===== src/rtl/cfgx_pkg.sv =====
package cfgx_pkg;
   typedef enum logic [1:0] {
      ST_IDLE,
      ST_ISSUE,
      ST_WAIT,
      ST_RESP
   } cfgx_state_e;

   localparam int unsigned LANE_BYTES = 4;
   localparam logic [31:0] ALL_ONES  = 32'hFFFF_FFFF;
endpackage


===== src/rtl/cfgx_addr_gen.sv =====
module cfgx_addr_gen #(
   parameter int unsigned BUS_W      = 8,
   parameter int unsigned SLOT_W     = 5,
   parameter int unsigned FUNC_W     = 3,
   parameter int unsigned REG_W      = 8,
   parameter int unsigned ADDR_W     = 32,
   parameter int unsigned NUM_SLOTS  = 32,
   parameter logic [31:0] WIN_BASE   = 32'h8000_0000,
   parameter logic [31:0] REMOTE_OFS = 32'h0100_0000
) (
   input  logic [BUS_W-1:0]     bus,
   input  logic [SLOT_W-1:0]    slot,
   input  logic [FUNC_W-1:0]    func,
   input  logic [REG_W-3:0]     reg_dw,
   input  logic [NUM_SLOTS-1:0] slot_map,
   output logic [ADDR_W-1:0]    addr,
   output logic                 blocked
);
   localparam int unsigned LOCAL_W = SLOT_W + FUNC_W + REG_W;

   if (NUM_SLOTS < 2 || NUM_SLOTS > (1 << SLOT_W)) begin : g_bad_slots
      $error("NUM_SLOTS must lie between 2 and 2**SLOT_W");
   end
   if (LOCAL_W + BUS_W > ADDR_W) begin : g_bad_addr
      $error("ADDR_W too narrow for the window offset");
   end

   logic [ADDR_W-1:0] local_ofs;
   logic [ADDR_W-1:0] remote_ofs;
   logic              populated;

   assign local_ofs  = ADDR_W'({slot, func, reg_dw, 2'b00});
   assign remote_ofs = (bus != '0) ? (ADDR_W'(REMOTE_OFS) + (ADDR_W'(bus) << LOCAL_W))
                                   : '0;
   assign addr       = ADDR_W'(WIN_BASE) + local_ofs + remote_ofs;

   if (NUM_SLOTS == (1 << SLOT_W)) begin : g_full_map
      assign populated = slot_map[slot];
   end else begin : g_part_map
      localparam int unsigned IDX_W = $clog2(NUM_SLOTS);
      assign populated = (32'(slot) < NUM_SLOTS) && slot_map[slot[IDX_W-1:0]];
   end

   assign blocked = (bus == '0) && (!populated || (func != '0));
endmodule


===== src/rtl/cfgx_lane_steer.sv =====
module cfgx_lane_steer #(
   parameter int unsigned DATA_W = 32
) (
   input  logic [2:0]        wr_width,
   input  logic [1:0]        wr_lane,
   input  logic [DATA_W-1:0] wr_value,
   output logic              width_ok,
   output logic [3:0]        be,
   output logic [DATA_W-1:0] wr_lanes,
   input  logic [2:0]        rd_width,
   input  logic [1:0]        rd_lane,
   input  logic [DATA_W-1:0] rd_raw,
   output logic [DATA_W-1:0] rd_value
);
   localparam int unsigned BYTES = DATA_W / 8;

   if (DATA_W != 32) begin : g_bad_width
      $error("cfgx_lane_steer supports a 32-bit data path only");
   end

   logic [DATA_W-1:0] rd_shift;

   always_comb begin
      unique case (wr_width)
         3'd1:    width_ok = 1'b1;
         3'd2:    width_ok = !wr_lane[0];
         3'd4:    width_ok = (wr_lane == 2'd0);
         default: width_ok = 1'b0;
      endcase
   end

   for (genvar b = 0; b < BYTES; b++) begin : g_be
      always_comb begin
         unique case (wr_width)
            3'd1:    be[b] = (wr_lane == 2'(b));
            3'd2:    be[b] = ((b / 2) == int'(wr_lane[1]));
            3'd4:    be[b] = 1'b1;
            default: be[b] = 1'b0;
         endcase
      end
   end

   assign wr_lanes = wr_value << {wr_lane, 3'b000};
   assign rd_shift = rd_raw >> {rd_lane, 3'b000};

   always_comb begin
      unique case (rd_width)
         3'd1:    rd_value = {24'h0, rd_shift[7:0]};
         3'd2:    rd_value = {16'h0, rd_shift[15:0]};
         default: rd_value = rd_shift;
      endcase
   end
endmodule


===== src/rtl/cfgx_access_unit.sv =====
module cfgx_access_unit
   import cfgx_pkg::*;
#(
   parameter int unsigned BUS_W      = 8,
   parameter int unsigned SLOT_W     = 5,
   parameter int unsigned FUNC_W     = 3,
   parameter int unsigned REG_W      = 8,
   parameter int unsigned ADDR_W     = 32,
   parameter int unsigned NUM_SLOTS  = 32,
   parameter logic [31:0] WIN_BASE   = 32'h8000_0000,
   parameter logic [31:0] REMOTE_OFS = 32'h0100_0000
) (
   input  logic                 clk,
   input  logic                 rst_n,
   input  logic                 slot_map_we,
   input  logic [NUM_SLOTS-1:0] slot_map_wdata,
   input  logic                 req_valid,
   output logic                 req_ready,
   input  logic                 req_write,
   input  logic [BUS_W-1:0]     req_bus,
   input  logic [SLOT_W-1:0]    req_slot,
   input  logic [FUNC_W-1:0]    req_func,
   input  logic [REG_W-1:0]     req_reg,
   input  logic [2:0]           req_width,
   input  logic [31:0]          req_wdata,
   output logic                 rsp_valid,
   output logic [31:0]          rsp_rdata,
   output logic                 mem_req,
   input  logic                 mem_gnt,
   output logic                 mem_we,
   output logic [ADDR_W-1:0]    mem_addr,
   output logic [3:0]           mem_be,
   output logic [31:0]          mem_wdata,
   input  logic                 mem_rvalid,
   input  logic [31:0]          mem_rdata
);
   if (REG_W < 3) begin : g_bad_reg
      $error("REG_W must be at least 3");
   end

   cfgx_state_e          state;
   logic [NUM_SLOTS-1:0] slot_map;
   logic [ADDR_W-1:0]    nxt_addr, r_addr;
   logic [3:0]           nxt_be, r_be;
   logic [31:0]          nxt_wdata, r_wdata, rd_value, rsp_q;
   logic                 blocked, width_ok, r_write;
   logic [2:0]           r_width;
   logic [1:0]           r_lane;
   logic                 accept;

   assign accept = req_valid && (state == ST_IDLE);

   cfgx_addr_gen #(
      .BUS_W(BUS_W), .SLOT_W(SLOT_W), .FUNC_W(FUNC_W), .REG_W(REG_W),
      .ADDR_W(ADDR_W), .NUM_SLOTS(NUM_SLOTS), .WIN_BASE(WIN_BASE),
      .REMOTE_OFS(REMOTE_OFS)
   ) u_addr (
      .bus(req_bus), .slot(req_slot), .func(req_func),
      .reg_dw(req_reg[REG_W-1:2]), .slot_map(slot_map),
      .addr(nxt_addr), .blocked(blocked)
   );

   cfgx_lane_steer #(.DATA_W(32)) u_lane (
      .wr_width(req_width), .wr_lane(req_reg[1:0]), .wr_value(req_wdata),
      .width_ok(width_ok), .be(nxt_be), .wr_lanes(nxt_wdata),
      .rd_width(r_width), .rd_lane(r_lane), .rd_raw(mem_rdata),
      .rd_value(rd_value)
   );

   always_ff @(posedge clk) begin
      if (!rst_n) begin
         slot_map <= '0;
      end else if (slot_map_we) begin
         slot_map <= slot_map_wdata;
      end
   end

   always_ff @(posedge clk) begin
      if (!rst_n) begin
         state   <= ST_IDLE;
         r_write <= 1'b0;
         r_addr  <= '0;
         r_be    <= '0;
         r_wdata <= '0;
         r_width <= '0;
         r_lane  <= '0;
         rsp_q   <= '0;
      end else begin
         unique case (state)
            ST_IDLE: if (accept) begin
               r_write <= req_write;
               r_addr  <= nxt_addr;
               r_be    <= nxt_be;
               r_wdata <= nxt_wdata;
               r_width <= req_width;
               r_lane  <= req_reg[1:0];
               if (blocked || !width_ok) begin
                  if (!req_write) begin
                     rsp_q <= ALL_ONES;
                     state <= ST_RESP;
                  end
               end else begin
                  state <= ST_ISSUE;
               end
            end
            ST_ISSUE: if (mem_gnt) state <= r_write ? ST_IDLE : ST_WAIT;
            ST_WAIT: if (mem_rvalid) begin
               rsp_q <= rd_value;
               state <= ST_RESP;
            end
            ST_RESP: state <= ST_IDLE;
            default: state <= ST_IDLE;
         endcase
      end
   end

   assign req_ready = (state == ST_IDLE);
   assign mem_req   = (state == ST_ISSUE);
   assign mem_we    = r_write;
   assign mem_addr  = r_addr;
   assign mem_be    = r_be;
   assign mem_wdata = r_wdata;
   assign rsp_valid = (state == ST_RESP);
   assign rsp_rdata = rsp_q;

   p_filtered_no_access_r3: assert property (@(posedge clk) disable iff (!rst_n)
      (req_valid && req_ready && (req_bus == '0) &&
       (!slot_map[req_slot] || (req_func != '0))) |=> !mem_req);

   p_dropped_write_ready_r4: assert property (@(posedge clk) disable iff (!rst_n)
      (req_valid && req_ready && req_write && (req_bus == '0) && (req_func != '0))
      |=> (req_ready && !mem_req));

   p_bad_width_no_access_r5: assert property (@(posedge clk) disable iff (!rst_n)
      (req_valid && req_ready && (req_width != 3'd1) && (req_width != 3'd2) &&
       (req_width != 3'd4)) |=> !mem_req);

   p_be_shape_r6: assert property (@(posedge clk) disable iff (!rst_n)
      mem_req |-> (($countones(mem_be) == 1) || (mem_be == 4'h3) ||
                   (mem_be == 4'hC) || (mem_be == 4'hF)));

   p_rsp_after_rvalid_r9: assert property (@(posedge clk) disable iff (!rst_n)
      (state == ST_WAIT && mem_rvalid) |=> rsp_valid);

   p_rsp_pulse_r9: assert property (@(posedge clk) disable iff (!rst_n)
      rsp_valid |=> !rsp_valid);

   p_hold_while_stalled_r10: assert property (@(posedge clk) disable iff (!rst_n)
      (mem_req && !mem_gnt) |=> (mem_req && $stable(mem_addr) && $stable(mem_be) &&
                                  $stable(mem_we) && $stable(mem_wdata)));
endmodule


===== config.mk =====
export PLATFORM = sky130hd
export DESIGN_NAME = cfgx_access_unit
export DESIGN_NICKNAME = d
export VERILOG_FILES = /design/src/rtl/cfgx_pkg.sv /design/src/rtl/cfgx_addr_gen.sv /design/src/rtl/cfgx_lane_steer.sv /design/src/rtl/cfgx_access_unit.sv
export SDC_FILE = /design/constraint.sdc
export NUM_CORES = 1
export LEC_CHECK = 0
export ABC_AREA = 1
export BUFFER_PORTS_ARGS = -buffer_cell sky130_fd_sc_hd__buf_2
export CAP_MARGIN = 15
export CORE_AREA = 2 2 160 162
export DETAILED_ROUTE_END_ITERATION = 10
export DIE_AREA = 0 0 162 164
export HOLD_SLACK_MARGIN = 0.1
export SLEW_MARGIN = 40
export SYNTH_ARGS = -nofsm -noshare
export SYNTH_HDL_FRONTEND = slang
export SYNTH_HIERARCHICAL = 1
export SYNTH_SLANG_ARGS = --single-unit

===== constraint.sdc =====
create_clock -name clk -period 3.65 [get_ports clk]
set_clock_uncertainty 0.05 [all_clocks]
set_input_delay 0.1825 -clock clk [delete_from_list [all_inputs] [get_ports clk]]
set_output_delay 0.1825 -clock clk [all_outputs]
set_load 0.03 [all_outputs]

==> metrics.cfg <==
[run_status]
outcome = finished clean

[pwr]
power.leakage_nw = 4.94
p_sw_mw = 2.86
netSwitchingFraction_pct = 43.9
finalPower_mw = 6.50
power_frac_comb_pct = 41.7
internal_power_mw = 3.65
power_density_mw_per_mm2 = 678
irDropWorstVdd_uv = 372
clock_power_share_pct = 25.2
seqPwrFrac_pct = 33.1

[clock_tree]
htree_levels = 4
cts_tree = built
clk_latency_ns = 0.42
clk_pin_slew_worst_paths_ns = 0.06
clockBufferDepth = 2
cts_root_buffer = clkbuf_16
cts_buffers = 17
clock-sinks = 140

[sta]
max_freq_mhz = 403
period_share_pct = 68.0
rsz0062_at_grt = no
slew_violations = 0
hold_viol_final = 0
max_slew_margin_pct = 48.8
fin_ws_ns = 1.17
tightest_slew_ns = 0.767
tns_ns = 0
post-route-min-period_ns = 2.48
setup_viol = 0

[place]
port_buffers = 233
preCtsSetupSlack_ns = 1.13
hpwl_mm = 15.9
place.gp.congestion = 0.875

[die]
die_w_um = 162
fp.coreArea_mm2 = 0.0248
fp-row-count = 58
die-area_mm2 = 0.0266
io_pins = 234
floorplan.die.height_um = 164
start_util_pct = 29.5

[drt]
firstDrtPassIters = 5
drt-total-wl_mm = 23.3
drc = 0
met2_wirelength_mm = 10.7
vias = 7851
wire_per_inst_um = 13.4
wl_met1_mm = 10.6
drt_iter0_markers = 640
viasPerCell = 4.52
highest_layer = met4
postRouteAntennaNets = 0
routed-wl-met3_mm = 1.61

[global_route]
grt_pass1_wl_mm = 36.5
antenna_found_initial = 0
track_usage_pct = 17.1
grt_overflow = 0
grt_max_degree = 114
grt_pass1_vias = 7102

[logic_synthesis]
ys_warn_count = 6
synth.distinct_cells = 29
ys_seq_area_share_pct = 38.3
synth-async-reset-ratio_pct = 0
yosys.area.top_type = dfxtp_1
synth_most_common_cell = nor2_1
avgSynthCellArea_um2 = 6.30
synth_seq_cells = 140
netlist_area_mm2 = 0.00732
synth_edf_count = 0
synth_cells = 1162
yosys-top-cells-count = 359 x nor2_1, 242 x nand2_1, 140 x dfxtp_1
synth_area_leaders = dfxtp_1 38%, nor2_1 18%, nand2_1 12%
synth_top_area_share_pct = 38.3
synth_flop_cell = dfxtp_1

[cells_and_area]
multi_input_area_mm2 = 0.00372
antenna_cells = 0
area_growth_pct = 31.1
fillCellCount = 2681
drive_above_1_share_pct = 21.1
seqCellArea_mm2 = 0.00280
nets = 1524

[setup_path]
critPathKind = in -> reg
start_kind = input port
worstSetupEndpointType = flip-flop
crit_required_ns = 3.91
critPathMaxFanout = 32
crit_arrival_ns = 2.74

[job]
maxCapViolCount = 0

[hold_path]
hold_path.class = in -> reg

## cell usage in the layout, fill, tap and decap left out, drive strengths merged, types with 2 or more instances in the layout
master	Yosys	routed
clkinvlp	0	4
dfxtp	140	140
clkinv	0	6
buf	74	241
inv	52	54
o21ai	115	115
nor4	2	2
a21oi	3	3
o211ai	8	8
conb	2	9
or2	8	8
nand3	106	106
and2	8	8
nand2	244	244
nand3b	4	4
clkbuf	28	19
dlygate4sd3	0	67
nor2	367	367
## final timing paths
path / slack, ns / start / to / cells after the start
worst max-delay path: 1.17 / req_slot[1] / rsp_rdata[16] / 18
worst min-delay path: 0.11 / req_wdata[10] / mem_wdata[18] / 5
worst max register to register: 1.43 / slot_map[19] / rsp_rdata[16] / 16
worst min register to register: 0.43 / rsp_rdata[22] / rsp_rdata[22] / 2
## power by group through the flow
stage,combinational (mW),sequential (mW),clock [mW]
finish,2.71,2.15,1.64
global route,2.97,2.20,1.76
CTS,2.73,2.15,1.68
detailed placement,2.66,2.18,0
global placement,2.65,2.18,0
floorplan,1.40,2.78,0
## flip-flops by register name, summed over array words and instances, names as in the netlist
name and count:
mem_addr 32, mem_wdata 32, rsp_rdata 32, slot_map 32, mem_be 4, r_width 3
r_lane 2, state 2, mem_we 1
## through the flow
step                std cells  hold slack (ns)  util (%)  area [um^2]
floorplan                1169            0.267         -         7350
global placement         1638            0.355      33.7         8360
detailed placement       1638            0.360      33.7         8370
CTS                      1737            0.102      38.7         9590
global route             1737            0.132      38.7         9600
finish                   1737            0.112      38.7         9600
## cells by family (layout without fill, tap and decap cells)
| group | Yosys count | count (layout) | share of synthesized area, % |
|---|---|---|---|
| buffers and inverters | 154 | 392 | 11.3 |
| AND/OR/NAND/NOR | 740 | 740 | 41.4 |
| AO/OA/AOI/OAI | 126 | 126 | 8.88 |
| other | 2 | 9 | 0.103 |
| flip-flops | 140 | 140 | 38.3 |
## final cells by class
class / instances / area share, %
clock buffers: 19 / 4.51
clock inverters: 13 / 1.24
inverters: 52 / 2.09
multi-input cells: 875 / 38.8
flip-flops and latches: 140 / 29.2
well taps: 330 / 4.30
repair buffers: 308 / 19.9
## routing by layer
layer / vias up / track usage, %
met5: - / 0
met4: 0 / 4.30
met2: 255 / 28.3
li1: 4070 / -
met3: 26 / 4.09
met1: 3500 / 22.4
## what timing repair did
item / CTS / global route
resized for setup: 0 / 0
buffers inserted: 0 / 0
hold endpoints to repair: 64 / 0
hold buffers: 67 / 0
endpoints found under the setup margin: 0 / 0
## worst max-delay path: stages
cell and delay, ns:
dlygate4sd3_1 0.54, buf_2 0.19, inv_2 0.15, nand3_1 0.11, nand3_1 0.10, nand2_1 0.05
nand2_1 0.05, nand3b_1 0.07, nand3_1 0.08, nand2_1 0.06, inv_1 0.07, inv_1 0.04
nand2_1 0.08, nor2_1 0.08, nor2_4 0.59, nand3_1 0.16, nand2_1 0.10, nor2_1 0.04
(Power assumes the default switching activity.)
